--- src/rtl/exc_entry_pkg.sv ---
`timescale 1ns/1ps
package exc_entry_pkg;
    // status register bit positions
    localparam int SR_BL_BIT  = 28;
    localparam int SR_RB_BIT  = 29;
    localparam int SR_MD_BIT  = 30;
    localparam int SR_FD_BIT  = 15;
    localparam int SR_IM_LSB  = 4;
    localparam int SR_IM_W    = 4;

    // event codes with special handling
    localparam logic [11:0] EV_RESET    = 12'h000;
    localparam logic [11:0] EV_MRESET   = 12'h020;
    localparam logic [11:0] EV_MULTIHIT = 12'h140;
    localparam logic [11:0] EV_RMISS    = 12'h040;
    localparam logic [11:0] EV_WMISS    = 12'h060;
    localparam logic [11:0] EV_TRAP     = 12'h160;
    localparam logic [11:0] EV_KEEP_BL  = 12'h1E0;

    // handler addresses
    localparam logic [31:0] RESET_PC    = 32'hA000_0000;
    localparam logic [31:0] OFS_GENERAL = 32'h0000_0100;
    localparam logic [31:0] OFS_TLBMISS = 32'h0000_0400;
    localparam logic [31:0] OFS_IRQ     = 32'h0000_0600;

    typedef enum logic [1:0] {
        RT_RESET   = 2'd0,
        RT_TLBMISS = 2'd1,
        RT_GENERAL = 2'd2,
        RT_IRQ     = 2'd3
    } route_e;
endpackage

--- src/rtl/exc_arbiter.sv ---
`timescale 1ns/1ps
module exc_arbiter
    import exc_entry_pkg::*;
#(
    parameter int CODE_W = 12
) (
    input  logic              exc_pending,
    input  logic [CODE_W-1:0] exc_code,
    input  logic              irq_req,
    input  logic              blocked,
    input  logic              halt_wake,
    input  logic              ic_vec_valid,
    input  logic [CODE_W-1:0] ic_vec,
    output logic              take,
    output logic              is_irq,
    output logic [CODE_W-1:0] eff_code,
    output logic              wake_used
);
    localparam logic [CODE_W-1:0] KEEP_CODE  = CODE_W'(EV_KEEP_BL);
    localparam logic [CODE_W-1:0] RESET_CODE = CODE_W'(EV_RESET);

    always_comb begin
        take     = 1'b0;
        is_irq   = 1'b0;
        eff_code = exc_code;
        if (exc_pending) begin
            take = 1'b1;
            if (blocked && (exc_code != KEEP_CODE)) begin
                eff_code = RESET_CODE;
            end
        end else if (irq_req) begin
            is_irq   = 1'b1;
            eff_code = ic_vec;
            take     = ic_vec_valid && (!blocked || halt_wake);
        end
        wake_used = take && blocked && halt_wake;
    end
endmodule

--- src/rtl/exc_route.sv ---
`timescale 1ns/1ps
module exc_route
    import exc_entry_pkg::*;
#(
    parameter int XLEN   = 32,
    parameter int CODE_W = 12
) (
    input  logic              is_irq,
    input  logic [CODE_W-1:0] code,
    input  logic [XLEN-1:0]   vbr,
    output route_e            route,
    output logic              is_trap,
    output logic [XLEN-1:0]   target
);
    always_comb begin
        is_trap = 1'b0;
        if (is_irq) begin
            route = RT_IRQ;
        end else begin
            unique case (code)
                CODE_W'(EV_RESET),
                CODE_W'(EV_MRESET),
                CODE_W'(EV_MULTIHIT): route = RT_RESET;
                CODE_W'(EV_RMISS),
                CODE_W'(EV_WMISS):    route = RT_TLBMISS;
                default:              route = RT_GENERAL;
            endcase
            is_trap = (code == CODE_W'(EV_TRAP));
        end
        unique case (route)
            RT_RESET:   target = XLEN'(RESET_PC);
            RT_TLBMISS: target = vbr + XLEN'(OFS_TLBMISS);
            RT_IRQ:     target = vbr + XLEN'(OFS_IRQ);
            default:    target = vbr + XLEN'(OFS_GENERAL);
        endcase
    end
endmodule

--- src/rtl/exc_save_pc.sv ---
`timescale 1ns/1ps
module exc_save_pc #(
    parameter int XLEN  = 32,
    parameter int ISIZE = 2
) (
    input  logic [XLEN-1:0] pc,
    input  logic            in_ds,
    input  logic            is_trap,
    output logic [XLEN-1:0] saved
);
    localparam logic [XLEN-1:0] STEP = XLEN'(ISIZE);
    logic [XLEN-1:0] after_ds;

    always_comb begin
        after_ds = in_ds   ? (pc - STEP)       : pc;
        saved    = is_trap ? (after_ds + STEP) : after_ds;
    end
endmodule

--- src/rtl/exc_entry_seq.sv ---
`timescale 1ns/1ps
module exc_entry_seq
    import exc_entry_pkg::*;
#(
    parameter int XLEN   = 32,
    parameter int CODE_W = 12
) (
    input  logic              clk,
    input  logic              rst_n,
    input  logic              accept,
    input  logic              exc_pending,
    input  logic [CODE_W-1:0] exc_code,
    input  logic              irq_req,
    input  logic              halt_wake,
    input  logic              in_ds,
    input  logic [XLEN-1:0]   sr_in,
    input  logic [XLEN-1:0]   pc_in,
    input  logic [XLEN-1:0]   r15_in,
    input  logic [XLEN-1:0]   vbr_in,
    output logic [SR_IM_W-1:0] ic_level,
    input  logic              ic_vec_valid,
    input  logic [CODE_W-1:0] ic_vec,
    output logic              done,
    output logic [XLEN-1:0]   ssr,
    output logic [XLEN-1:0]   spc,
    output logic [XLEN-1:0]   sgr,
    output logic [CODE_W-1:0] expevt,
    output logic [CODE_W-1:0] intevt,
    output logic [XLEN-1:0]   sr_new,
    output logic [XLEN-1:0]   pc_new,
    output logic              ds_clr,
    output logic              wake_clr
);
    typedef struct packed {
        logic [XLEN-1:0]   ssr;
        logic [XLEN-1:0]   spc;
        logic [XLEN-1:0]   sgr;
        logic [CODE_W-1:0] expevt;
        logic [CODE_W-1:0] intevt;
        logic [XLEN-1:0]   sr;
        logic [XLEN-1:0]   pc;
        logic              done;
        logic              ds_clr;
        logic              wake_clr;
    } state_t;

    state_t st_d, st_q;

    logic              take, is_irq, wake_used, is_trap;
    logic [CODE_W-1:0] eff_code;
    route_e            route;
    logic [XLEN-1:0]   target, saved_pc;

    assign ic_level = sr_in[SR_IM_LSB +: SR_IM_W];

    exc_arbiter #(.CODE_W(CODE_W)) u_arb (
        .exc_pending (exc_pending),
        .exc_code    (exc_code),
        .irq_req     (irq_req),
        .blocked     (sr_in[SR_BL_BIT]),
        .halt_wake   (halt_wake),
        .ic_vec_valid(ic_vec_valid),
        .ic_vec      (ic_vec),
        .take        (take),
        .is_irq      (is_irq),
        .eff_code    (eff_code),
        .wake_used   (wake_used)
    );

    exc_route #(.XLEN(XLEN), .CODE_W(CODE_W)) u_route (
        .is_irq (is_irq),
        .code   (eff_code),
        .vbr    (vbr_in),
        .route  (route),
        .is_trap(is_trap),
        .target (target)
    );

    exc_save_pc #(.XLEN(XLEN), .ISIZE(2)) u_spc (
        .pc     (pc_in),
        .in_ds  (in_ds),
        .is_trap(is_trap),
        .saved  (saved_pc)
    );

    always_comb begin
        st_d          = st_q;
        st_d.done     = 1'b0;
        st_d.ds_clr   = 1'b0;
        st_d.wake_clr = 1'b0;
        if (accept && take) begin
            st_d.ssr = sr_in;
            st_d.spc = saved_pc;
            st_d.sgr = r15_in;
            if (is_irq) begin
                st_d.intevt = eff_code;
            end else begin
                st_d.expevt = eff_code;
            end
            st_d.sr              = sr_in;
            st_d.sr[SR_BL_BIT]   = 1'b1;
            st_d.sr[SR_RB_BIT]   = 1'b1;
            st_d.sr[SR_MD_BIT]   = 1'b1;
            if (route == RT_RESET) begin
                st_d.sr[SR_FD_BIT]                = 1'b0;
                st_d.sr[SR_IM_LSB +: SR_IM_W]     = '1;
            end
            st_d.pc       = target;
            st_d.done     = 1'b1;
            st_d.ds_clr   = in_ds;
            st_d.wake_clr = wake_used;
        end
    end

    always_ff @(posedge clk) begin
        if (!rst_n) begin
            st_q <= '0;
        end else begin
            st_q <= st_d;
        end
    end

    assign done     = st_q.done;
    assign ssr      = st_q.ssr;
    assign spc      = st_q.spc;
    assign sgr      = st_q.sgr;
    assign expevt   = st_q.expevt;
    assign intevt   = st_q.intevt;
    assign sr_new   = st_q.sr;
    assign pc_new   = st_q.pc;
    assign ds_clr   = st_q.ds_clr;
    assign wake_clr = st_q.wake_clr;
endmodule

--- config.mk ---
export PLATFORM = sky130hd
export DESIGN_NAME = exc_entry_seq
export DESIGN_NICKNAME = d
export VERILOG_FILES = /design/src/rtl/exc_entry_pkg.sv /design/src/rtl/exc_arbiter.sv /design/src/rtl/exc_route.sv /design/src/rtl/exc_save_pc.sv /design/src/rtl/exc_entry_seq.sv
export SDC_FILE = /design/constraint.sdc
export NUM_CORES = 1
export LEC_CHECK = 0
export BUFFER_PORTS_ARGS = -buffer_cell sky130_fd_sc_hd__buf_2
export CAP_MARGIN = 0
export CORE_MARGIN = 2
export CORE_UTILIZATION = 41
export CTS_BUF_LIST = sky130_fd_sc_hd__clkbuf_16
export DETAILED_ROUTE_END_ITERATION = 10
export MAX_ROUTING_LAYER = met4
export PLACE_DENSITY = 0.69
export SETUP_SLACK_MARGIN = 0.05
export SLEW_MARGIN = 5
export SYNTH_ARGS = -nofsm -noshare
export SYNTH_HDL_FRONTEND = slang
export SYNTH_SLANG_ARGS = --single-unit
--- constraint.sdc ---
create_clock -name clk -period 4.8 [get_ports clk]
set_clock_uncertainty 0.05 [all_clocks]
set_input_delay 0.24 -clock clk [delete_from_list [all_inputs] [get_ports clk]]
set_output_delay 0.24 -clock clk [all_outputs]
set_load 0.005 [all_outputs]
# After elaboration in Yosys (flattened, before gate mapping)

Cells that the tools add are included.
Widths: inputs -> output; s select.

Reduce and logical (&&, ||, !) cells: 14
Equality and inequality tests: 8
Mux-type cells: 16
Add/sub/neg operators: 5
Bitwise gates (word level): 1

Operators with widths:

| kind                   | number |
|---|---|
| $pmux 32 s3            | 1 |
| $add 32x11->32 const B | 2 |
| $mux 32                | 2 |
| $mux 12                | 3 |
| $add 32x2->32 const B  | 1 |
| $add 32x9->32 const B  | 1 |
| $sub 32x2->32 const B  | 1 |
| $eq 12x7->1 const B    | 2 |
| $eq 12x9->1 const B    | 2 |
| $eq 12x6->1 const B    | 1 |
| $logic_not 12->1       | 1 |
| $ne 12x9->1 const B    | 1 |
| $mux 1                 | 6 |
| $reduce_and 2->1       | 3 |
| $logic_and 1x1->1      | 5 |
| $mux 4                 | 1 |
| $pmux 2 s2             | 1 |
| $mux 3                 | 1 |
| $reduce_or 3->1        | 1 |
| $eq 2x1->1 const B     | 1 |
| $eq 2x2->1 const B     | 1 |
| $logic_not 2->1        | 1 |
| $mux 2                 | 1 |
| $reduce_or 2->1        | 1 |
| 3 further kinds        | 3 |

Register bits: 187
Logic and storage cells: 54

# Logic depth before layout (Yosys ltp)

Word-level depth: 10
Mapped depth: 13
Mapped depth without buffers: 10

# Hierarchy

A second synthesis with hierarchy kept.

Cells, all modules: 1,300
Area, all modules: 11,051.8 um^2

Modules (own cells, without submodules):

| module        | area an instance (um^2) | cells an instance | times used |
|---|---|---|---|
| exc_entry_seq | 7,055.5                 | 733               | 1 |
| exc_save_pc   | 2,108.3                 | 271               | 1 |
| exc_route     | 1,604.0                 | 260               | 1 |
| exc_arbiter   | 284.0                   | 36                | 1 |

# Worst setup path after synthesis

No wires, ideal clock.

Path kind: input -> register
From: input port exc_code[4]
To: register st_q, in the netlist spc[29]
Slack: 1,317 ps
Buffers on the path: 1
Arrival: 3,360 ps
Stages on the path: 9
Path through: or4_4 > or4_4 > a2111oi_4 > o2111ai_2 > or4_1 > buf_2 > or4_4 > and2_4 > o211ai_2

Word-level cells in the longest chain between the ends: 7
Elaborated cells on any way between the ends: 8
Classes of those cells: eq/ne: 2; mux: 5; reduce/logical: 1

Ends and longest elaborated chain:

| item                 | RTL line             | source |
|---|---|---|
| from (decl)          | exc_entry_seq.sv:12  | `input logic [CODE_W-1:0] exc_code,` |
| $ne 12x9->1          | exc_arbiter.sv:28    | `if (blocked && (exc_code != KEEP_CODE)) begin` |
| $logic_and 1x1->1    | exc_arbiter.sv:28    |  |
| $mux 12              | exc_arbiter.sv:28    |  |
| $mux 12 (*)          | exc_arbiter.sv:26    | `if (exc_pending) begin` |
| $eq 12x9->1 (*)      | exc_route.sv:28      | `is_trap = (code == CODE_W'(EV_TRAP));` |
| $mux 1 (*)           | exc_route.sv:17      | `if (is_irq) begin` |
| $mux 32 (*)          | exc_save_pc.sv:16    | `saved = is_trap ? (after_ds + STEP) : after_ds;` |
| to (signal assigned) | exc_entry_seq.sv:119 | `st_q <= st_d;` |
| to (decl)            | exc_entry_seq.sv:47  | `state_t st_d, st_q;` |

Every way passes the cells marked *; elsewhere a longest branch is shown, timed or not.
A chain may end at the register's enable or synchronous reset.

# Worst setup path in the final report

From: input port exc_pending
To: register st_q, in the netlist pc_new[11]

Word-level cells in the longest chain between the ends: 7
Elaborated cells on any way between the ends: 17
Classes of those cells: eq/ne: 6; mux: 6; reduce/logical: 5

Ends and longest elaborated chain:

| item                                                      | RTL line            | source |
|---|---|---|
| from (decl)                                               | exc_entry_seq.sv:11 | `input logic exc_pending,` |
| $mux 12                                                   | exc_arbiter.sv:26   |  |
| $eq 12x6->1 (tied with other cells)                       | exc_route.sv:20     | `unique case (code)` |
| $reduce_or 3->1 / $reduce_or 2->1 (equally long branches) | exc_route.sv:20     |  |
| $pmux 2 s2                                                | exc_route.sv:20     |  |
| $mux 2                                                    | exc_route.sv:17     |  |
| $eq 2x2->1 (tied with other cells)                        | exc_route.sv:30     | `unique case (route)` |
| $pmux 32 s3                                               | exc_route.sv:30     |  |

Several ways; a longest one is shown, not always the timed one.

==> out/metrics.cfg <==
[global_routing]
grt_first_pass_wirelength_um = 52900
grt_pass1_vias = 9665
grt-ovfl-total = 0
antenna_found_initial = 0
grt_usage_pct = 28.3
grt_max_degree = 80

[cells_and_area]
final_area_um2 = 12100
antenna_cells = 0
nNetsFinal = 1755
layout_common_cells = buf_2, nand2_1, a21oi_1, dfxtp_1, nor2_1
nFillCells = 2190
mostFrequentLayoutCell = buf_2
synthToLayoutAreaGrowth_pct = 29.6
fin_util_pct = 53.8
multiInputGateArea_um2 = 5450
seqCellArea_um2 = 3220
drive_gt1_share_pct = 26.5

[sta]
whs_ps = 11.3
drv_slew = 0
tns_ps = 0
hold_violations = 0
slew_headroom_pct = 35.4
setup_ws_ps = 1250
fmax_mhz = 282
setup_viol = 0
tightest_slew_ps = 965
final.min_clock_period_ps = 3550
min_period_over_period_pct = 73.9
rsz0062_at_grt = false

[logic_synthesis]
async_reset_ff_share_pct = 0
synthFlopType = dfxtp_1
netlist_instances = 1283
avgSynthCellArea_um2 = 7.28
syn-num-nets = 1450
syn_area_um2 = 9340
ys.warnings.count = 0
seq_area_frac_synth_pct = 34.5
synth_cell_types = 84
synth-edff-count = 0
ys_seq_elements = 161

[critical_path]
worstPathCellList = buf_2 -> nor2b_2 -> mux2i_1 -> nand2b_1 -> or4_1 -> nand2_1 -> buf_4 -> nor2_1 -> a2111oi_0 -> nor3_1
timing.rr.end = spc[28]
path_depth = 10
crit_end = pc_new[11]
reg2reg_slack_ps = 4010
r2r_start = spc[28]
end_kind = flip-flop
cp_max_fo = 19
crit_slowest_cell = or4_1
arrival_ps = 3780
path_class = primary input to flip-flop
cp-startpoint = exc_pending
path_buf_inv = 2
cp-start-kind = primary input
cp.required_ps = 5040
slowest_delay_ps = 840
cp_top_family = simple AND/OR/NAND/NOR gates
ff2ff_path_depth = 3

[route]
antenna_left = 0
routed_wl_um = 34500
first_pass_iters = 6
routed_via_density = 5.66
post_drt_wl_per_cell_um = 18.3
drc = 0
drtIter0Drc = 974
vias = 10700

[die]
fp.dieH_um = 155
start_util_pct = 41.5
design.core.area_um2 = 22500
rows = 55
die_w_um = 155
ios = 351
die_area_um2 = 24000

[place]
post-dp-hpwl_um = 24600
portBuffers = 350
gp_congestion = 0.974
place_ws_ps = 872
placed_area_um2 = 11000

[pwr]
power.density_nw_per_um2 = 283
p_leak_nw = 5.10
ir_worst_vdd_mv = 0.210

[run]
maxCapViolations = 0

[clock_tree]
tritoncts = yes
cts_buffers = 17
clock_latency_ps = 420
path_clk_slew_ps = 90
clkSinkCount = 161
htreeDepth = 4
root_buffer = clkbuf_16
cts_buffer_depth = 2

[status]
status = completed

[min_path]
hold_path.class = primary input to flip-flop
worstHoldStart = ic_vec[3]

==> tightest hold or removal path: cells and delay by family <==
family	cells	cell delay, ps
buffers and inverters	1	100
AND/OR/NAND/NOR	1	60
AO/OA/AOI/OAI	1	50
==> power by group <==
| part | leakage, nW | total [mW] | switching [mW] | internal, mW |
|---|---|---|---|---|
| Combinational | 3.50 | 0.617 | 0.366 | 0.250 |
| Sequential | 1.32 | 1.45 | 0.0391 | 1.41 |
| Clock | 0.284 | 1.36 | 0.662 | 0.699 |
| Total | 5.10 | 3.43 | 1.07 | 2.36 |
==> cell usage after synthesis (8+ instances only) <==
| master | n | area (µm²) |
|---|---|---|
| nand4_1 | 42 | 263 |
| nor2_1 | 74 | 278 |
| buf_1 | 8 | 30.0 |
| buf_4 | 30 | 225 |
| dfxtp_1 | 161 | 3220 |
| clkbuf_1 | 89 | 334 |
| xor2_1 | 18 | 158 |
| nor3_1 | 37 | 185 |
| o21ai_0 | 57 | 285 |
| a21oi_1 | 164 | 821 |
| a31oi_1 | 18 | 113 |
| nand2_1 | 248 | 931 |
| and2_1 | 8 | 50.1 |
| nand3_1 | 64 | 320 |
| or3_1 | 22 | 138 |
| inv_1 | 12 | 45.0 |
| o31ai_1 | 11 | 82.6 |
| and3_1 | 12 | 75.1 |
| mux2i_1 | 12 | 120 |
| nor4_1 | 15 | 93.8 |
| xnor2_1 | 29 | 254 |
| o211ai_1 | 9 | 67.6 |
==> registers in the layout, summed over array words and instances, names as in the netlist <==
register and cells:
sgr 32, expevt 12, spc 32, ds_clr 1, wake_clr 1, sr_new 6, ssr 32, pc_new 32
intevt 12, done 1
==> cell families (layout without fill, tap and decap cells) <==
kind of cell,after synthesis,count (layout),synth area share (%)
and+or+nand+nor,574,574,29.5
AOI/OAI and AO/OA,334,334,21.7
DFF,161,161,34.5
buffers and inverters,147,465,7.50
xor gates and xnor gates,47,47,4.41
muxes,13,13,1.41
adders and majority gates,7,7,0.938
==> layer usage <==
layer	routed length (µm)	track usage (%)	vias up
met1	14000	33.8	4973
met3	2650	5.74	61
met5	0	-	-
met2	16800	47.4	479
li1	-	-	5164
met4	1060	10.1	0
==> stage by stage <==
| stage | std cells | power [mW] |
|---|---|---|
| 6_report | 1886 | 3.43 |
| 5_1_grt | 1886 | 3.58 |
| 4_1_cts | 1886 | 3.45 |
| 3_5_place_dp | 1798 | 2.05 |
| 3_3_place_gp | 1798 | 2.04 |
| 2_1_floorplan | 1283 | 1.80 |
==> worst min path at each step <==
stage / end / cells past startpoint / slack [ps]
after global placement: pc_new[0] / 2 / 390
after CTS: sgr[23] / 3 / 0.7
after floorplan: sgr[0] / 2 / 330
after global routing: wake_clr / 2 / 4
after detailed placement: pc_new[3] / 2 / 390
final: intevt[3] / 3 / 10
==> what timing repair did <==
item | in CTS | in global routing
hold endpoints to repair | 56 | 0
setup buffers | 0 | 0
hold buffers | 56 | 0
endpoints found under the setup margin | 0 | 0
gates resized for setup | 0 | 0
==> layout make-up <==
type / instances / area share (%)
Sequential cell: 161 / 26.6
Tap cell: 285 / 2.95
Clock buffer: 17 / 3.51
Multi-Input combinational cell: 975 / 45.1
Inverter: 12 / 0.393
Clock inverter: 15 / 1.32
Timing Repair Buffer: 421 / 20.1
(Power assumes the default switching activity.)
